**src/rtl/iq_pkg.sv**
```systemverilog
package iq_pkg;

    localparam int CLS_W = 3;

    typedef enum logic [CLS_W-1:0] {
        CLS_PLAIN  = 3'd0,
        CLS_BRANCH = 3'd1,
        CLS_SHIFT  = 3'd2,
        CLS_MUL    = 3'd3,
        CLS_DIV    = 3'd4
    } iq_cls_e;

    // Classes restricted to unit 1
    function automatic logic unit1_only(input logic [CLS_W-1:0] c);
        return (c == CLS_BRANCH) || (c == CLS_SHIFT);
    endfunction

    // Classes restricted to unit 2
    function automatic logic unit2_only(input logic [CLS_W-1:0] c);
        return (c == CLS_MUL) || (c == CLS_DIV);
    endfunction

endpackage

```
**src/rtl/iq_tag_match.sv**
```systemverilog
module iq_tag_match #(
    parameter int TAG_W = 6,
    parameter int NBC   = 2
) (
    input  logic [TAG_W-1:0]          tag,
    input  logic [NBC-1:0]            bc_v,
    input  logic [NBC-1:0][TAG_W-1:0] bc_tag,
    output logic                      hit
);
    always_comb begin
        hit = 1'b0;
        for (int b = 0; b < NBC; b++) begin
            if (bc_v[b] && (bc_tag[b] == tag)) hit = 1'b1;
        end
    end
endmodule

```
**src/rtl/iq_alloc.sv**
```systemverilog
module iq_alloc #(
    parameter int DEPTH = 16,
    parameter int PORTS = 4,
    localparam int PW   = (PORTS > 1) ? $clog2(PORTS) : 1
) (
    input  logic [DEPTH-1:0]          free,
    output logic [DEPTH-1:0]          slot_hit,
    output logic [DEPTH-1:0][PW-1:0]  slot_port,
    output logic                      enough
);
    int rank;
    int nfree;

    always_comb begin
        rank  = 0;
        nfree = 0;
        for (int i = 0; i < DEPTH; i++) begin
            slot_hit[i]  = 1'b0;
            slot_port[i] = '0;
            if (free[i]) begin
                nfree = nfree + 1;
                if (rank < PORTS) begin
                    slot_hit[i]  = 1'b1;
                    slot_port[i] = PW'(rank);
                    rank = rank + 1;
                end
            end
        end
        enough = (nfree >= PORTS);
    end
endmodule

```
**src/rtl/iq_select.sv**
```systemverilog
module iq_select #(
    parameter int DEPTH = 16,
    localparam int IDX_W = $clog2(DEPTH)
) (
    input  logic [DEPTH-1:0] req,
    output logic             found,
    output logic [IDX_W-1:0] idx
);
    always_comb begin
        found = 1'b0;
        idx   = '0;
        for (int i = DEPTH - 1; i >= 0; i--) begin
            if (req[i]) begin
                found = 1'b1;
                idx   = IDX_W'(i);
            end
        end
    end
endmodule

```
**src/rtl/int_issue_queue.sv**
```systemverilog
module int_issue_queue
    import iq_pkg::*;
#(
    parameter int DEPTH = 16,
    parameter int PORTS = 4,
    parameter int TAG_W = 6,
    parameter int NBC   = 2,
    localparam int IDX_W = $clog2(DEPTH),
    localparam int PW    = (PORTS > 1) ? $clog2(PORTS) : 1
) (
    input  logic                          clk,
    input  logic                          rst_n,
    input  logic                          flush,
    input  logic [PORTS-1:0]              in_valid,
    input  logic [PORTS-1:0][CLS_W-1:0]   in_cls,
    input  logic [PORTS-1:0][TAG_W-1:0]   in_src0,
    input  logic [PORTS-1:0]              in_rdy0,
    input  logic [PORTS-1:0][TAG_W-1:0]   in_src1,
    input  logic [PORTS-1:0]              in_rdy1,
    input  logic [PORTS-1:0][TAG_W-1:0]   in_dst,
    output logic                          wr_accept,
    input  logic [NBC-1:0]                bc_valid,
    input  logic [NBC-1:0][TAG_W-1:0]     bc_tag,
    input  logic                          alu2_busy,
    output logic                          iss1_valid,
    output logic [CLS_W-1:0]              iss1_cls,
    output logic [TAG_W-1:0]              iss1_src0,
    output logic [TAG_W-1:0]              iss1_src1,
    output logic [TAG_W-1:0]              iss1_dst,
    output logic                          iss2_valid,
    output logic [CLS_W-1:0]              iss2_cls,
    output logic [TAG_W-1:0]              iss2_src0,
    output logic [TAG_W-1:0]              iss2_src1,
    output logic [TAG_W-1:0]              iss2_dst
);

    // Entry storage
    logic [DEPTH-1:0]             valid_q;
    logic [DEPTH-1:0]             rdy0_q;
    logic [DEPTH-1:0]             rdy1_q;
    logic [DEPTH-1:0][CLS_W-1:0]  cls_q;
    logic [DEPTH-1:0][TAG_W-1:0]  src0_q;
    logic [DEPTH-1:0][TAG_W-1:0]  src1_q;
    logic [DEPTH-1:0][TAG_W-1:0]  dst_q;

    // Wakeup
    logic [DEPTH-1:0] wake0, wake1;
    logic [PORTS-1:0] nwake0, nwake1;

    for (genvar i = 0; i < DEPTH; i++) begin : g_entry_wake
        iq_tag_match #(.TAG_W(TAG_W), .NBC(NBC)) u_m0 (
            .tag(src0_q[i]), .bc_v(bc_valid), .bc_tag(bc_tag), .hit(wake0[i])
        );
        iq_tag_match #(.TAG_W(TAG_W), .NBC(NBC)) u_m1 (
            .tag(src1_q[i]), .bc_v(bc_valid), .bc_tag(bc_tag), .hit(wake1[i])
        );
    end

    for (genvar k = 0; k < PORTS; k++) begin : g_port_wake
        iq_tag_match #(.TAG_W(TAG_W), .NBC(NBC)) u_n0 (
            .tag(in_src0[k]), .bc_v(bc_valid), .bc_tag(bc_tag), .hit(nwake0[k])
        );
        iq_tag_match #(.TAG_W(TAG_W), .NBC(NBC)) u_n1 (
            .tag(in_src1[k]), .bc_v(bc_valid), .bc_tag(bc_tag), .hit(nwake1[k])
        );
    end

    // Selection
    logic [DEPTH-1:0] eligible, u1_req, u2_req, u2_req_m;
    logic             found1, found2;
    logic [IDX_W-1:0] pick1, pick2;

    always_comb begin
        eligible = valid_q & rdy0_q & rdy1_q;
        for (int i = 0; i < DEPTH; i++) begin
            u1_req[i] = eligible[i] && !unit2_only(cls_q[i]);
            u2_req[i] = eligible[i] && !unit1_only(cls_q[i]) && !alu2_busy;
        end
    end

    iq_select #(.DEPTH(DEPTH)) u_sel1 (
        .req(u1_req), .found(found1), .idx(pick1)
    );

    always_comb begin
        u2_req_m = u2_req;
        if (found1) u2_req_m[pick1] = 1'b0;
    end

    iq_select #(.DEPTH(DEPTH)) u_sel2 (
        .req(u2_req_m), .found(found2), .idx(pick2)
    );

    assign iss1_valid = found1;
    assign iss1_cls   = cls_q[pick1];
    assign iss1_src0  = src0_q[pick1];
    assign iss1_src1  = src1_q[pick1];
    assign iss1_dst   = dst_q[pick1];
    assign iss2_valid = found2;
    assign iss2_cls   = cls_q[pick2];
    assign iss2_src0  = src0_q[pick2];
    assign iss2_src1  = src1_q[pick2];
    assign iss2_dst   = dst_q[pick2];

    // Allocation
    logic [DEPTH-1:0]         slot_hit;
    logic [DEPTH-1:0][PW-1:0] slot_port;
    logic                     enough;

    iq_alloc #(.DEPTH(DEPTH), .PORTS(PORTS)) u_alloc (
        .free(~valid_q), .slot_hit(slot_hit), .slot_port(slot_port), .enough(enough)
    );

    assign wr_accept = enough;

    // State update
    always_ff @(posedge clk) begin
        if (!rst_n) begin
            valid_q <= '0;
            rdy0_q  <= '0;
            rdy1_q  <= '0;
            cls_q   <= '0;
            src0_q  <= '0;
            src1_q  <= '0;
            dst_q   <= '0;
        end else if (flush) begin
            valid_q <= '0;
        end else begin
            for (int i = 0; i < DEPTH; i++) begin
                rdy0_q[i] <= rdy0_q[i] | wake0[i];
                rdy1_q[i] <= rdy1_q[i] | wake1[i];
                if ((found1 && (pick1 == IDX_W'(i))) || (found2 && (pick2 == IDX_W'(i)))) begin
                    valid_q[i] <= 1'b0;
                end
                if (slot_hit[i] && enough && in_valid[slot_port[i]]) begin
                    valid_q[i] <= 1'b1;
                    cls_q[i]   <= in_cls[slot_port[i]];
                    src0_q[i]  <= in_src0[slot_port[i]];
                    src1_q[i]  <= in_src1[slot_port[i]];
                    dst_q[i]   <= in_dst[slot_port[i]];
                    rdy0_q[i]  <= in_rdy0[slot_port[i]] | nwake0[slot_port[i]];
                    rdy1_q[i]  <= in_rdy1[slot_port[i]] | nwake1[slot_port[i]];
                end
            end
        end
    end

endmodule

```
**config.mk**
```make
export PLATFORM = sky130hd
export DESIGN_NAME = int_issue_queue
export DESIGN_NICKNAME = d
export VERILOG_FILES = /design/src/rtl/iq_pkg.sv /design/src/rtl/iq_tag_match.sv /design/src/rtl/iq_alloc.sv /design/src/rtl/iq_select.sv /design/src/rtl/int_issue_queue.sv
export SDC_FILE = /design/constraint.sdc
export NUM_CORES = 2
export LEC_CHECK = 0
export BUFFER_PORTS_ARGS = -buffer_cell sky130_fd_sc_hd__clkbuf_2
export CAP_MARGIN = 10
export CORE_ASPECT_RATIO = 1.1
export CORE_UTILIZATION = 50
export CTS_CLUSTER_SIZE = 20
export DETAILED_ROUTE_END_ITERATION = 6
export HOLD_SLACK_MARGIN = 0.02
export PLACE_DENSITY = 0.78
export SLEW_MARGIN = 20
export SYNTH_ARGS = -nofsm -noshare
export SYNTH_HDL_FRONTEND = slang
export SYNTH_SLANG_ARGS = --single-unit
```
**constraint.sdc**
```tcl
create_clock -name clk -period 31.1 [get_ports clk]
set_input_delay 3.11 -clock clk [delete_from_list [all_inputs] [get_ports clk]]
set_output_delay 3.11 -clock clk [all_outputs]
set_load 0.005 [all_outputs]
```
==> impl_metrics.env <==
export IMPL_dr_first_iter_drc_count=6980
export IMPL_critical_path_class="register to primary output"
export IMPL_crit_start="valid_q[2]"
export IMPL_reg2reg_slack_ps=17940
export IMPL_grt_pass1_vias=37900
export IMPL_worst_slew_pin_transition_ps=1270
export IMPL_vias_per_cell=7.42
export IMPL_cpMostUsedCell="ha_1"
export IMPL_clk_latency_ps=640
export IMPL_clkTransAtPathRegs_ps=60
export IMPL_drc_errors=54
export IMPL_area_growth_synth_to_final_pct=6.88
export IMPL_core_area_mm2=0.0761
export IMPL_synth_most_common_cell="nand2_1"
export IMPL_max_stage_delay_ps=1290
export IMPL_r2r_cells=51
export IMPL_n_fill_cell=7046
export IMPL_crit_path_end="wr_accept"
export IMPL_crit_fanout=31
export IMPL_numCtsBuffers=44
export IMPL_synth_seq_cells=384
export IMPL_maxCapViolations=0
export IMPL_dp_hpwl_mm=116
export IMPL_drt_antenna_violating_nets=0
export IMPL_io_buffers=158
export IMPL_synthTopCellsByArea="dfxtp_1, mux4_2, nand2_1"
export IMPL_setup_slack_ps=14960
export IMPL_root_buffer="clkbuf_16"
export IMPL_rsz0062_at_grt="no"
export IMPL_synth_edf_count=0
export IMPL_dr_pass1_iters=7
export IMPL_synth_top_area_share_pct=20.0
export IMPL_synth_main_ff_cell="dfxtp_1"
export IMPL_crit_path_end_kind="primary output"
export IMPL_critPathRequiredTime_ps=27990
export IMPL_yosys_area_top_type="dfxtp_1"
export IMPL_ys_seq_area_share_pct=20.0
export IMPL_cp_start_kind="register"
export IMPL_grt_overflow=0
export IMPL_min_path_cells=2
export IMPL_status="complete, but fails checks"
export IMPL_fin_worst_skew_ps=30.3
export IMPL_dieHeight_um=293
export IMPL_cts_tree="done"
export IMPL_ios=159
export IMPL_chipWidth_um=266
export IMPL_initial_core_util_pct=50.5
export IMPL_wl_mm=179
export IMPL_synth_warnings=0
export IMPL_slowest_stage="fa_2"
export IMPL_fmax_mhz=62.0
export IMPL_track_usage_pct=44.7
export IMPL_post_route_period_util_pct=51.9
export IMPL_grt_pass1_wl_mm=258
export IMPL_htreeDepth=2
export IMPL_rr_startpoint="valid_q[2]"
export IMPL_antenna_found_initial=6
export IMPL_fin_tns_setup_ps=0
export IMPL_syn_num_nets=4997
export IMPL_hold_class="register to register"
export IMPL_die_area_mm2=0.0780
export IMPL_fin_nets=4741
export IMPL_syn_cell_area_mm2=0.0385
export IMPL_grt_max_degree=247
export IMPL_async_flop_share_pct=0
export IMPL_fin_crit_ps=16140
export IMPL_fin_util_pct=54.0
export IMPL_avgSynthCellArea_um2=7.94
export IMPL_violations="design-rule violations"
export IMPL_drive_gt1_share_pct=16.5
export IMPL_post_drt_wl_per_cell_um=31.7
export IMPL_max_slew_margin_pct=15.5
export IMPL_setup_viol=0
export IMPL_cts_sink_count=384
export IMPL_cts_resized=0
export IMPL_place_gp_congestion=1.04
export IMPL_postCtsSetupBuffers=0
export IMPL_ctsHoldBuffers=0
export IMPL_cts_buffer_depth=3
export IMPL_synth_cells=4843
export IMPL_slew_viol_final=0
export IMPL_std_cell_rows=106
export IMPL_synthDistinctLibCells=92
export IMPL_finalHoldViolCount=0
export IMPL_post_place_ws_ps=15660
export IMPL_synth_top_cells_by_count="nand2_1, clkbuf_1, dfxtp_1, o21ai_0, nand3_1"
export IMPL_reg2reg_to="rdy1_q[2]"
export IMPL_worst_ep_arrival_time_ps=13030
export IMPL_vias=42000
==> worst max-delay path, delay by kind of cell, from the launching register on <==
| kind | cells | cell delay (ps) |
|---|---|---|
| AOI/OAI and AO/OA | 10 | 2490 |
| DFF | 1 | 450 |
| adders and majority gates | 14 | 5210 |
| and+or+nand+nor | 13 | 1910 |
| buffers and inverters | 8 | 1210 |
| muxes | 4 | 1120 |
==> stage by stage <==
stage                     cells  cell area (um^2)  hold slack (ps)
after floorplan            4843             38500              441
after global placement     5567             39500              458
after detailed placement   5567             39500              466
after CTS                  5649             41100              476
after global routing       5649             41100              494
final                      5656             41100              477
==> worst min path at each step <==
stage | startpoint | to | slack, ps
after floorplan | dst_q[20] | dst_q[20] | 440
after global placement | dst_q[4] | dst_q[4] | 460
after detailed placement | dst_q[4] | dst_q[4] | 470
after CTS | dst_q[3] | dst_q[3] | 480
after global routing | dst_q[79] | dst_q[79] | 490
final | dst_q[68] | dst_q[68] | 480
==> cell families (layout without fill, tap and decap cells) <==
kind of cell / count (synthesis) / after routing / share of synthesized area (%)
XOR/XNOR: 538 / 538 / 12.7
multiplexers: 454 / 454 / 20.4
adder cells (fa/ha/maj): 42 / 42 / 1.37
buffers and inverters: 607 / 387 / 6.07
AO/OA/AOI/OAI: 1080 / 1080 / 18.4
AND/OR/NAND/NOR: 1738 / 1738 / 21.0
flip-flops: 384 / 384 / 20.0
other: 0 / 7 / 0
==> state kept, by name, indices dropped and copies added, names as in the netlist <==
| signal | count |
|---|---|
| rdy1_q | 16 |
| src0_q | 96 |
| rdy0_q | 16 |
| src1_q | 96 |
| dst_q | 96 |
| cls_q | 48 |
| valid_q | 16 |
==> layer usage <==
metal	GRT usage (%)	part of all wire, %	vias up
li1	-	-	17200
met1	55.1	34	19700
met3	20.9	18	1088
met4	28.9	8.2	12
met5	1.32	0.11	-
met2	62.0	40	3984
==> layout by cell type (no fill, tap or decap), types with 26 or more instances in the layout <==
| master | n |
|---|---|
| mux2_2 | 41 |
| o22ai_1 | 63 |
| nor2_1 | 146 |
| a221oi_1 | 82 |
| inv_1 | 46 |
| o21ai_0 | 372 |
| xnor2_1 | 285 |
| buf_4 | 96 |
| xor2_1 | 239 |
| nand2_1 | 813 |
| clkbuf_2 | 157 |
| or2_2 | 30 |
| o221ai_1 | 26 |
| nand3_1 | 335 |
| nand4_1 | 89 |
| dfxtp_1 | 384 |
| nor2b_1 | 50 |
| clkbuf_16 | 46 |
| ha_1 | 37 |
| a211oi_1 | 59 |
| or4_1 | 27 |
| a21oi_1 | 216 |
| o2111ai_1 | 44 |
| nor3_1 | 53 |
| mux4_2 | 260 |
| mux2i_1 | 152 |
| nor4_1 | 75 |
==> layout make-up <==
type	instances	area (um^2)	area share, %
sequential	384	7690	18.7
timing repair buffer	256	1560	3.80
tap	1026	1280	3.12
clock inverter	22	285	0.694
inverter	49	185	0.450
antenna	7	17.5	0.0426
multi-input combinational	3852	28800	70.0
clock buffer	60	1320	3.22
Power is not shown: default switching activity piles up to over one toggle a cycle in this logic, so the estimate is an artifact.
